**config.mk**
```make
export PLATFORM = sky130hd
export DESIGN_NAME = seg_desc_loader
export DESIGN_NICKNAME = d
export VERILOG_FILES = /design/src/rtl/seg_desc_pkg.sv /design/src/rtl/seg_desc_unpack.sv /design/src/rtl/seg_sel_check.sv /design/src/rtl/seg_desc_loader.sv
export SDC_FILE = /design/constraint.sdc
export NUM_CORES = 1
export LEC_CHECK = 0
export BUFFER_PORTS_ARGS = -buffer_cell sky130_fd_sc_hd__buf_4
export CAP_MARGIN = 10
export CORE_ASPECT_RATIO = 1.25
export CORE_MARGIN = 1
export CORE_UTILIZATION = 51
export DETAILED_ROUTE_END_ITERATION = 12
export GPL_TIMING_DRIVEN = 0
export PLACE_DENSITY_LB_ADDON = 0.08
export SLEW_MARGIN = 40
export SYNTH_ARGS = -nofsm -noshare
export SYNTH_HDL_FRONTEND = slang
export SYNTH_SLANG_ARGS = --single-unit
```
**constraint.sdc**
```tcl
create_clock -name clk_i -period 2 [get_ports clk_i]
set_clock_uncertainty 0.05 [all_clocks]
set_input_delay 0.4 -clock clk_i [delete_from_list [all_inputs] [get_ports clk_i]]
set_output_delay 0.4 -clock clk_i [all_outputs]
set_load 0.03 [all_outputs]
```
**src/rtl/seg_desc_pkg.sv**
```systemverilog
package seg_desc_pkg;

  typedef enum logic [1:0] {
    CHK_PLAIN = 2'd0,
    CHK_STACK = 2'd1,
    CHK_IRET  = 2'd2,
    CHK_RSVD  = 2'd3
  } chk_e;

  typedef enum logic [2:0] {
    V_LOAD = 3'd0,
    V_NULL = 3'd1,
    V_GP   = 3'd2,
    V_SS   = 3'd3,
    V_NP   = 3'd4,
    V_SYS  = 3'd5
  } verdict_e;

  typedef struct packed {
    logic [1:0] dpl;
    logic       def32;
    logic       code;
    logic       readable;
    logic       writable;
    logic       expdown;
    logic       conforming;
    logic       long_m;
  } seg_attr_t;

  // descriptor field positions
  localparam int unsigned D_LIM_LO_MSB  = 15;
  localparam int unsigned D_BASE_LO_LSB = 16;
  localparam int unsigned D_BASE_LO_MSB = 39;
  localparam int unsigned D_TYPE_LSB    = 40;
  localparam int unsigned D_TYPE_MSB    = 43;
  localparam int unsigned D_S_BIT       = 44;
  localparam int unsigned D_DPL_LSB     = 45;
  localparam int unsigned D_DPL_MSB     = 46;
  localparam int unsigned D_P_BIT       = 47;
  localparam int unsigned D_LIM_HI_LSB  = 48;
  localparam int unsigned D_LIM_HI_MSB  = 51;
  localparam int unsigned D_L_BIT       = 53;
  localparam int unsigned D_D_BIT       = 54;
  localparam int unsigned D_G_BIT       = 55;
  localparam int unsigned D_BASE_HI_LSB = 56;
  localparam int unsigned D_BASE_HI_MSB = 63;

endpackage

```
**src/rtl/seg_desc_unpack.sv**
```systemverilog
module seg_desc_unpack
  import seg_desc_pkg::*;
#(
  parameter int unsigned DESC_W     = 64,
  parameter int unsigned BASE_W     = 32,
  parameter int unsigned LIM_W      = 32,
  parameter int unsigned GRAN_SHIFT = 12
) (
  input  logic [DESC_W-1:0] desc_i,
  output logic [BASE_W-1:0] base_o,
  output logic [LIM_W-1:0]  limit_o,
  output seg_attr_t         attr_o,
  output logic              is_sys_o,
  output logic              present_o
);

  localparam int unsigned RAW_W = (D_LIM_HI_MSB - D_LIM_HI_LSB + 1) + (D_LIM_LO_MSB + 1);
  localparam int unsigned SCL_W = RAW_W + GRAN_SHIFT;

  logic [RAW_W-1:0] lim_raw;
  logic [SCL_W-1:0] lim_scl;
  logic [3:0]       typ;

  assign lim_raw = {desc_i[D_LIM_HI_MSB:D_LIM_HI_LSB], desc_i[D_LIM_LO_MSB:0]};
  assign lim_scl = {lim_raw, {GRAN_SHIFT{1'b1}}};
  assign typ     = desc_i[D_TYPE_MSB:D_TYPE_LSB];

  assign base_o    = BASE_W'({desc_i[D_BASE_HI_MSB:D_BASE_HI_LSB],
                              desc_i[D_BASE_LO_MSB:D_BASE_LO_LSB]});
  assign limit_o   = desc_i[D_G_BIT] ? LIM_W'(lim_scl) : LIM_W'(lim_raw);
  assign is_sys_o  = ~desc_i[D_S_BIT];
  assign present_o = desc_i[D_P_BIT];

  always_comb begin
    attr_o       = '0;
    attr_o.dpl   = desc_i[D_DPL_MSB:D_DPL_LSB];
    attr_o.def32 = desc_i[D_D_BIT];
    attr_o.code  = typ[3];
    if (typ[3]) begin
      attr_o.readable   = typ[1];
      attr_o.conforming = typ[2];
      attr_o.long_m     = desc_i[D_L_BIT];
    end else begin
      attr_o.readable = 1'b1;
      attr_o.writable = typ[1];
      attr_o.expdown  = typ[2];
    end
  end

endmodule

```
**src/rtl/seg_sel_check.sv**
```systemverilog
module seg_sel_check
  import seg_desc_pkg::*;
#(
  parameter int unsigned SEL_W = 16
) (
  input  logic [SEL_W-1:0] sel_i,
  input  logic [1:0]       cpl_i,
  input  logic             mode64_i,
  input  chk_e             chk_i,
  input  seg_attr_t        attr_i,
  input  logic             is_sys_i,
  input  logic             present_i,
  output verdict_e         verdict_o
);

  logic [1:0] rpl;
  logic       sel_null;
  logic       is_code;
  logic       is_wdata;
  logic       stk_gp;
  logic       ret_gp;

  assign rpl      = sel_i[1:0];
  assign sel_null = (sel_i[SEL_W-1:2] == '0);
  assign is_code  = ~is_sys_i & attr_i.code;
  assign is_wdata = ~is_sys_i & ~attr_i.code & attr_i.writable;

  assign stk_gp = ~mode64_i || (cpl_i == 2'd3) || ~is_wdata ||
                  (attr_i.dpl != cpl_i) || (rpl != cpl_i);

  assign ret_gp = sel_null || (rpl < cpl_i) || ~is_code ||
                  (~attr_i.conforming && (attr_i.dpl != rpl)) ||
                  ( attr_i.conforming && (attr_i.dpl > rpl));

  always_comb begin
    unique case (chk_i)
      CHK_STACK: begin
        if (sel_null)        verdict_o = stk_gp ? V_GP : V_NULL;
        else if (!present_i) verdict_o = V_SS;
        else if (is_sys_i)   verdict_o = V_SYS;
        else                 verdict_o = V_LOAD;
      end
      CHK_IRET: begin
        if (ret_gp)          verdict_o = V_GP;
        else if (!present_i) verdict_o = V_NP;
        else                 verdict_o = V_LOAD;
      end
      default: begin
        if (sel_null)                   verdict_o = V_NULL;
        else if (is_sys_i || !present_i) verdict_o = V_SYS;
        else                            verdict_o = V_LOAD;
      end
    endcase
  end

endmodule

```
**src/rtl/seg_desc_loader.sv**
```systemverilog
module seg_desc_loader
  import seg_desc_pkg::*;
#(
  parameter int unsigned DESC_W     = 64,
  parameter int unsigned SEL_W      = 16,
  parameter int unsigned BASE_W     = 32,
  parameter int unsigned LIM_W      = 32,
  parameter int unsigned GRAN_SHIFT = 12
) (
  input  logic              clk_i,
  input  logic              rst_ni,
  input  logic              load_i,
  input  logic [DESC_W-1:0] desc_i,
  input  logic [SEL_W-1:0]  sel_i,
  input  logic [1:0]        cpl_i,
  input  logic              mode64_i,
  input  logic [1:0]        chk_i,
  output logic [BASE_W-1:0] base_o,
  output logic [LIM_W-1:0]  limit_o,
  output logic [1:0]        dpl_o,
  output logic              def32_o,
  output logic              code_o,
  output logic              readable_o,
  output logic              writable_o,
  output logic              expdown_o,
  output logic              conforming_o,
  output logic              long_o,
  output logic              null_o,
  output logic              gp_o,
  output logic [SEL_W-1:0]  gp_code_o,
  output logic              ss_o,
  output logic              np_o,
  output logic              sys_err_o,
  output logic              done_o
);

  logic [BASE_W-1:0] dec_base;
  logic [LIM_W-1:0]  dec_limit;
  seg_attr_t         dec_attr;
  logic              dec_sys;
  logic              dec_present;
  verdict_e          verdict;

  logic [BASE_W-1:0] base_q;
  logic [LIM_W-1:0]  limit_q;
  seg_attr_t         attr_q;
  logic [SEL_W-1:0]  gp_code_q;
  logic              null_q, gp_q, ss_q, np_q, sys_q, done_q;

  seg_desc_unpack #(
    .DESC_W     (DESC_W),
    .BASE_W     (BASE_W),
    .LIM_W      (LIM_W),
    .GRAN_SHIFT (GRAN_SHIFT)
  ) u_unpack (
    .desc_i    (desc_i),
    .base_o    (dec_base),
    .limit_o   (dec_limit),
    .attr_o    (dec_attr),
    .is_sys_o  (dec_sys),
    .present_o (dec_present)
  );

  seg_sel_check #(
    .SEL_W (SEL_W)
  ) u_check (
    .sel_i     (sel_i),
    .cpl_i     (cpl_i),
    .mode64_i  (mode64_i),
    .chk_i     (chk_e'(chk_i)),
    .attr_i    (dec_attr),
    .is_sys_i  (dec_sys),
    .present_i (dec_present),
    .verdict_o (verdict)
  );

  always_ff @(posedge clk_i or negedge rst_ni) begin
    if (!rst_ni) begin
      base_q    <= '0;
      limit_q   <= '0;
      attr_q    <= '0;
      gp_code_q <= '0;
      null_q    <= 1'b0;
      gp_q      <= 1'b0;
      ss_q      <= 1'b0;
      np_q      <= 1'b0;
      sys_q     <= 1'b0;
      done_q    <= 1'b0;
    end else begin
      done_q <= load_i;
      if (load_i) begin
        null_q    <= (verdict == V_NULL);
        gp_q      <= (verdict == V_GP);
        ss_q      <= (verdict == V_SS);
        np_q      <= (verdict == V_NP);
        sys_q     <= (verdict == V_SYS);
        gp_code_q <= (verdict == V_GP) ? sel_i : '0;
        if (verdict == V_LOAD) begin
          base_q  <= dec_base;
          limit_q <= dec_limit;
          attr_q  <= dec_attr;
        end
      end
    end
  end

  assign base_o       = base_q;
  assign limit_o      = limit_q;
  assign dpl_o        = attr_q.dpl;
  assign def32_o      = attr_q.def32;
  assign code_o       = attr_q.code;
  assign readable_o   = attr_q.readable;
  assign writable_o   = attr_q.writable;
  assign expdown_o    = attr_q.expdown;
  assign conforming_o = attr_q.conforming;
  assign long_o       = attr_q.long_m;
  assign null_o       = null_q;
  assign gp_o         = gp_q;
  assign gp_code_o    = gp_code_q;
  assign ss_o         = ss_q;
  assign np_o         = np_q;
  assign sys_err_o    = sys_q;
  assign done_o       = done_q;

  a_r12_one_outcome: assert property (@(posedge clk_i) disable iff (!rst_ni)
    $onehot0({null_o, gp_o, ss_o, np_o, sys_err_o}));

  a_r12_hold_idle: assert property (@(posedge clk_i) disable iff (!rst_ni)
    !load_i |=> $stable({base_o, limit_o, null_o, gp_o, ss_o, np_o, sys_err_o, gp_code_o}));

  a_r7_no_load_on_reject: assert property (@(posedge clk_i) disable iff (!rst_ni)
    (load_i && verdict != V_LOAD) |=> ($stable(base_o) && $stable(limit_o) && $stable(attr_q)));

  a_r8_gp_code_is_sel: assert property (@(posedge clk_i) disable iff (!rst_ni)
    load_i |=> (!gp_o || gp_code_o == $past(sel_i)));

  a_r3_gran_fill: assert property (@(posedge clk_i) disable iff (!rst_ni)
    (load_i && verdict == V_LOAD && desc_i[D_G_BIT]) |=> (&limit_o[GRAN_SHIFT-1:0]));

  a_r10_iret_null_gp: assert property (@(posedge clk_i) disable iff (!rst_ni)
    (load_i && chk_i == CHK_IRET && sel_i[SEL_W-1:2] == '0) |=> gp_o);

  a_r9_ss_only_stack: assert property (@(posedge clk_i) disable iff (!rst_ni)
    (load_i && chk_i != CHK_STACK) |=> !ss_o);

  a_r11_np_only_iret: assert property (@(posedge clk_i) disable iff (!rst_ni)
    (load_i && chk_i != CHK_IRET) |=> !np_o);

endmodule

```
# Word level (Yosys, flattened, before mapping)
# Index checks and enable logic that the tools add are counted.
totals:
  reg_bits: 95
  in_bits: 88
  out_inout_bits: 95
  word_cells: 68
op_classes:
  order_cmp: 2
  n_eq_ne: 11
  mux: 14
  n_bitwise: 9
  reduce_logical: 15
ops:
  columns: ["cell", "count"]
  rows:
  - ["two-way mux 32 bit", 1]
  - ["two-way mux 3 bit", 7]
  - ["two-way mux 16 bit", 1]
  - ["logical NOT 14 bit", 1]
  - ["logical OR 1 bit", 9]
  - ["== test 3 x 2 -> 1 bit, second input constant", 2]
  - ["== test 3 bit, second input constant", 2]
  - ["two-way mux 2 bit", 3]
  - ["inequality test 2 bit", 3]
  - ["NOT 1 bit", 6]
  - ["one-hot mux 3 bit (2 select lines)", 1]
  - ["== test 2 bit, second input constant", 2]
  - ["AND 1 bit", 3]
  - ["== test 3 x 1 -> 1 bit, second input constant", 1]
  - ["logical NOT 3 bit", 1]
  - ["== test 2 x 1 -> 1 bit, second input constant", 1]
  - ["greater-than comparator 2 bit", 1]
  - ["logical AND 1 bit", 2]
  - ["< comparator 2 bit", 1]
  - ["AND reduction 2 bit", 1]
  - ["logical NOT 1 bit", 1]
  - ["two-way mux 1 bit", 1]

# Logic depth before layout (Yosys ltp)
depth:
  depth_word: 12
  ltp_mapped: 10
  mapped_depth_nobuf: 8

# Cells and area by module
# From an unflattened synthesis, not the netlist that was laid out.
hier_totals:
  hier_cells: 367
  hier_area_um2: 4901.0
modules_own_cells:
  columns: ["mod", "n_inst", "cells_per_inst", "area_each_um2", "seq_area_each_um2"]
  rows:
  - ["seg_desc_loader", 1, 244, 3976.3, 2377.3]
  - ["seg_desc_unpack", 1, 78, 599.3, 0.0]
  - ["seg_sel_check", 1, 45, 325.3, 0.0]

# Worst setup path before layout
# No wires, ideal clock.
synth_path:
  path_kind: "input to register"
  from: "input port sel_i[1]"
  to: "register base_q[27], in the netlist base_o[27]"
  setup_ps: 128
  arrival_ps: 2528
  required_ps: 1822
  setup_slack_ps: -705
  cell_stages: 10
  n_path_buf: 2
  path_cell_list: "inv_1 -> ha_1 -> nor2b_1 -> o31a_1 -> or4b_1 -> a22oi_2 -> nor4bb_2 -> buf_4 -> buf_6 -> mux2_1"
synth_via:
  elab_chain_cells: 9
  word_cells_on_any_way: 17
  cone_classes: "order compare: 2; eq/ne: 2; mux: 4; reduce/logical: 9"
synth_lines:
  columns: ["element", "line_no", "source"]
  rows:
  - ["from (decl)", "seg_desc_loader.sv:14", "input logic [SEL_W-1:0] sel_i,"]
  - ["< comparator 2 bit", "seg_sel_check.sv:31", "assign ret_gp = sel_null || (rpl < cpl_i) || ~is_code ||"]
  - ["logical OR 1 bit (3 in series)", "seg_sel_check.sv:31", null]
  - ["logical OR 1 bit", "seg_sel_check.sv:32", "(~attr_i.conforming && (attr_i.dpl != rpl)) ||"]
  - ["two-way mux 3 bit", "seg_sel_check.sv:44", "if (ret_gp) verdict_o = V_GP;"]
  - ["one-hot mux 3 bit (2 select lines) *", "seg_sel_check.sv:36", "unique case (chk_i)"]
  - ["logical NOT 3 bit *", "seg_desc_loader.sv:98", "if (verdict == V_LOAD) begin"]
  - ["AND reduction 2 bit (no source line) *", null, null]
  - ["to (signal assigned)", "seg_desc_loader.sv:99", "base_q <= dec_base;"]
  - ["to (decl)", "seg_desc_loader.sv:44", "logic [BASE_W-1:0] base_q;"]
# Every way passes the cells marked *; elsewhere a longest branch is shown, timed or not.
# A chain may end at the register's enable or synchronous reset.

# Worst setup path after layout
layout_path:
  from: "input port sel_i[1]"
  to: "register base_q[17], in the netlist base_o[17]"
# Same word-level chain as after synthesis.

==> impl_results.html <==
<table>
<tr><th>Metric</th><th>Value</th></tr>
<tr><th colspan="2">Outcome</th></tr>
<tr><td>Status</td><td>finished with violations</td></tr>
<tr><td>Violations in the final reports</td><td>negative setup slack</td></tr>
<tr><th colspan="2">Critical path</th></tr>
<tr><td>Most repeated library cell on the critical path</td><td>sky130_fd_sc_hd__buf_12</td></tr>
<tr><td>Highest-delay cell along the critical path</td><td>sky130_fd_sc_hd__or4b_4</td></tr>
<tr><td>Biggest fanout along the worst timing path</td><td>10</td></tr>
<tr><td>Maximum single-stage delay on the critical path</td><td>0.50 ns</td></tr>
<tr><td>Kind of start point of the critical path</td><td>input port</td></tr>
<tr><td>Family with the most delay on the worst path</td><td>simple AND/OR/NAND/NOR gates</td></tr>
<tr><td>Type of the setup path with the least slack</td><td>input port to flop</td></tr>
<tr><td>CP Capture Type</td><td>flop</td></tr>
<tr><td>Signal arrival time at the worst endpoint</td><td>2.66 ns</td></tr>
<tr><td>Worst Path Required</td><td>2.19 ns</td></tr>
<tr><td>Cell chain of the critical path</td><td>buf_12 -&gt; inv_12 -&gt; ha_4 -&gt; nor2b_1 -&gt; o31a_1 -&gt; or4b_4 -&gt; a22oi_2 -&gt; nor4bb_4 -&gt; buf_6 -&gt; buf_12 -&gt; mux2_4</td></tr>
<tr><td>Launching instance or port of the critical path</td><td>sel_i[1]</td></tr>
<tr><td>Count of buffering cells on the critical path with inverters included</td><td>4</td></tr>
<tr><td>Reg-to-reg startpoint</td><td>ss_o</td></tr>
<tr><th colspan="2">CTS</th></tr>
<tr><td>Clock root buffer</td><td>sky130_fd_sc_hd__clkbuf_8</td></tr>
<tr><td>Clock net sink count</td><td>95</td></tr>
<tr><td>Count of H-tree levels built during CTS</td><td>3</td></tr>
<tr><td>Register clock-pin slew on the reported worst setup and hold paths</td><td>0.09 ns</td></tr>
<tr><td>Clock Path Buffers</td><td>2</td></tr>
<tr><td>CTS Hold Buffers Added</td><td>0</td></tr>
<tr><td>Total clock buffers created by CTS</td><td>9</td></tr>
<tr><td>Clock tree from TritonCTS</td><td>built</td></tr>
<tr><td>Clock network latency to the later pin of the worst-skew pair</td><td>0.35 ns</td></tr>
<tr><th colspan="2">STA</th></tr>
<tr><td>Post-layout min period</td><td>2.473 ns</td></tr>
<tr><td>Peak clock frequency supported by timing</td><td>404.3 MHz</td></tr>
<tr><td>Slack of the critical path</td><td>-0.4734 ns</td></tr>
<tr><td>Normalized max-slew margin</td><td>49.68%</td></tr>
<tr><td>Final Max Tran Viols</td><td>0</td></tr>
<tr><td>Sum of negative setup slack</td><td>-35.55 ns</td></tr>
<tr><td>Unrepaired setup endpoints after global routing</td><td>true</td></tr>
<tr><td>Final setup fails</td><td>94</td></tr>
<tr><td>Final-report hold violation count</td><td>0</td></tr>
<tr><td>Final worst-path cycle share</td><td>123.7%</td></tr>
<tr><td>Tightest Pin Transition</td><td>0.7548 ns</td></tr>
<tr><th colspan="2">Job</th></tr>
<tr><td>Number of violations of the max-capacitance limit</td><td>0</td></tr>
<tr><th colspan="2">Yosys</th></tr>
<tr><td>Seq cells post-synth</td><td>95</td></tr>
<tr><td>Fraction of synthesized cell area taken by the top area cell type</td><td>55.90%</td></tr>
<tr><td>Avg Synthesized Cell Area</td><td>11.95 µm²</td></tr>
<tr><td>Yosys warnings</td><td>0</td></tr>
<tr><td>Post-Synthesis Net Count</td><td>450</td></tr>
<tr><td>Top cell types by occurrence after synthesis</td><td>sky130_fd_sc_hd__dfrtp_1, sky130_fd_sc_hd__inv_1, sky130_fd_sc_hd__mux2_1</td></tr>
<tr><td>Most common cell in the netlist</td><td>sky130_fd_sc_hd__dfrtp_1</td></tr>
<tr><td>Post-synthesis cell count</td><td>356</td></tr>
<tr><td>Synth top area cells</td><td>sky130_fd_sc_hd__dfrtp_1, sky130_fd_sc_hd__mux2_1, sky130_fd_sc_hd__mux2i_1, sky130_fd_sc_hd__inv_1, sky130_fd_sc_hd__mux2_2</td></tr>
<tr><td>Number of distinct standard cells referenced by the synthesized netlist</td><td>36</td></tr>
<tr><td>Number of enable-type register cells in the synthesized netlist</td><td>0</td></tr>
<tr><td>Part of the Yosys area used for sequential elements</td><td>55.90%</td></tr>
<tr><td>Cell type contributing the most total cell area after synthesis</td><td>sky130_fd_sc_hd__dfrtp_1</td></tr>
<tr><td>Primary FF master, synth</td><td>sky130_fd_sc_hd__dfrtp_1</td></tr>
<tr><td>Async SR Flop Fraction</td><td>100.0%</td></tr>
<tr><td>Synth Cell Area</td><td>0.004253 mm²</td></tr>
<tr><th colspan="2">Die</th></tr>
<tr><td>CORE AREA</td><td>0.007928 mm²</td></tr>
<tr><td>Die Span Y</td><td>104.1 µm</td></tr>
<tr><td>Cell Rows</td><td>36</td></tr>
<tr><td>Area of the die</td><td>0.008710 mm²</td></tr>
<tr><td>Number of top-level pins</td><td>183</td></tr>
<tr><td>Die X</td><td>83.68 µm</td></tr>
<tr><td>Initial Utilization</td><td>53.65%</td></tr>
<tr><th colspan="2">Finish</th></tr>
<tr><td>Antenna cells</td><td>0</td></tr>
<tr><td>Final design instance area without fill</td><td>0.006601 mm²</td></tr>
<tr><td>Area growth, synth to finish</td><td>55.22%</td></tr>
<tr><td>Post-layout instance count excluding filler cells</td><td>665</td></tr>
<tr><td>Fraction of layout cells with a size suffix above 1</td><td>53.33%</td></tr>
<tr><td>Net count reported at finish</td><td>659</td></tr>
<tr><th colspan="2">GRT</th></tr>
<tr><td>Remaining global-route overflow</td><td>0</td></tr>
<tr><td>Via count of the first global-routing pass</td><td>3622</td></tr>
<tr><td>Global-route wire length before repair</td><td>18490 µm</td></tr>
<tr><td>Antenna violations before repair</td><td>0</td></tr>
<tr><td>Global-route track usage on met3</td><td>5.714%</td></tr>
<tr><td>Pin count of the biggest net entering global routing</td><td>96</td></tr>
<tr><td>Grt met1 use</td><td>32.80%</td></tr>
<tr><td>Met2 Use GR</td><td>48.72%</td></tr>
<tr><td>Layer with the highest usage</td><td>met2</td></tr>
<tr><td>Total routing resource utilization after global routing</td><td>27.15%</td></tr>
<tr><th colspan="2">Place</th></tr>
<tr><td>Placed Instance Area</td><td>0.005993 mm²</td></tr>
<tr><td>Total placed cells including tap cells</td><td>631</td></tr>
<tr><td>DPL Wire Length</td><td>7967 µm</td></tr>
<tr><td>IO Port Bufs</td><td>180</td></tr>
<tr><td>Global placement routability congestion</td><td>0.7975</td></tr>
<tr><th colspan="2">Route</th></tr>
<tr><td>Final routed wirelength across all metal layers</td><td>11550 µm</td></tr>
<tr><td>Number of nets still failing antenna checks after routing</td><td>0</td></tr>
<tr><td>DR DRC count</td><td>0</td></tr>
<tr><td>Detailed-router iteration count before antenna repair</td><td>4</td></tr>
<tr><td>Vias after detailed routing</td><td>3405</td></tr>
<tr><td>Average via count per standard cell</td><td>5.120</td></tr>
<tr><td>Avg WL per Cell</td><td>17.37 µm</td></tr>
<tr><td>First DRT Iteration DRCs</td><td>139</td></tr>
<tr><th colspan="2">Pwr</th></tr>
<tr><td>Pleak</td><td>0.003269 µW</td></tr>
<tr><td>IR Drop Worst-Case VDD</td><td>1.172 mV</td></tr>
<tr><td>Pwr Density</td><td>1123 mW/mm²</td></tr>
<tr><th colspan="2">Worst hold path</th></tr>
<tr><td>Min-delay worst type</td><td>input port to asynchronous set/reset pin</td></tr>
</table>
area by class of cell:
class / count / area (µm²)
flip-flops and latches: 95 / 2377
multi-input cells: 195 / 1899
repair buffers: 198 / 1570
fillers: 467 / 1326
inverters: 50 / 200.2
plain buffers: 16 / 180.2
clock buffers: 11 / 151.4
well taps: 95 / 118.9
clock inverters: 5 / 103.9
cell usage in the layout (no fill, tap or decap), types with 2 or more instances in the layout:
cell / instances
sky130_fd_sc_hd__mux2_4: 47
sky130_fd_sc_hd__mux2i_1: 25
sky130_fd_sc_hd__nor4_4: 3
sky130_fd_sc_hd__clkbuf_1: 7
sky130_fd_sc_hd__nor2b_1: 5
sky130_fd_sc_hd__buf_6: 7
sky130_fd_sc_hd__mux2i_2: 2
sky130_fd_sc_hd__a21oi_1: 2
sky130_fd_sc_hd__inv_2: 2
sky130_fd_sc_hd__dfrtp_1: 95
sky130_fd_sc_hd__inv_1: 47
sky130_fd_sc_hd__o22ai_1: 16
sky130_fd_sc_hd__ha_1: 5
sky130_fd_sc_hd__nor2_1: 18
sky130_fd_sc_hd__buf_4: 189
sky130_fd_sc_hd__nor3_2: 2
sky130_fd_sc_hd__bufinv_16: 3
sky130_fd_sc_hd__clkbuf_8: 12
sky130_fd_sc_hd__nand2_1: 36
sky130_fd_sc_hd__mux2_2: 10
sky130_fd_sc_hd__buf_12: 8
sky130_fd_sc_hd__nand2b_1: 4
state kept, by name, summed over array words and instances, names as in the netlist:
name          cells
null_o            1
ss_o              1
gp_code_o        16
readable_o        1
code_o            1
done_o            1
long_o            1
expdown_o         1
def32_o           1
sys_err_o         1
dpl_o             2
base_o           32
limit_o          32
conforming_o      1
gp_o              1
writable_o        1
np_o              1
path summary, 6_finish.rpt:
kind	to	slack [ns]	depth (start not counted)
max in group asynchronous	gp_code_o[12]	1.32	1
worst min-delay path	base_o[4]	0.05	1
worst max-delay path	base_o[17]	-0.47	11
min in group clk_i	done_o	0.14	1
worst min register to register	base_o[24]	0.47	1
worst max register to register	ss_o	1.09	2
power by group:
group / internal (µW) / total [µW] / switching (µW)
Clock: 899 / 1550 / 655
Sequential: 2420 / 2710 / 296
Combinational: 1420 / 3150 / 1730
Total: 4730 / 7410 / 2680
cells by family (layout without fill, tap and decap cells):
kind of cell               count (synthesis)  in the layout  share of synthesized area [%]
adders and majority gates                  6              6                          1.765
xor gates and xnor gates                   1              1                         0.2060
and+or+nand+nor                           76             76                          9.003
buffers and inverters                     66            280                          7.002
AOI/OAI and AO/OA                         28             28                          4.678
muxes                                     84             84                          21.45
DFF                                       95             95                          55.90
layer usage:
layer	vias up	share of wire, %
met3	12	5.3
met1	1666	39
met2	122	55
li1	1605	-
met5	-	0
met4	0	1.1
repair_timing:
item	CTS	global route
setup endpoints to repair	93	94
pin swaps	9	1
cloned	2	2
resized for setup	27	13
buffers inserted	13	2
stage by stage:
stage,setup slack [ns],hold slack [ns],total power [µW],utilization [%]
after detailed placement,-0.9978,0.4431,5768,75.60
final,-0.4734,0.04706,7414,83.27
after CTS,-0.4628,0.1053,7413,82.15
after floorplan,-0.5850,0.05441,4538,-
after global placement,-0.9720,0.4422,5680,75.55
after global routing,-0.5298,0.1111,7717,83.27
No activity file was read; power rests on OpenSTA's default activity.
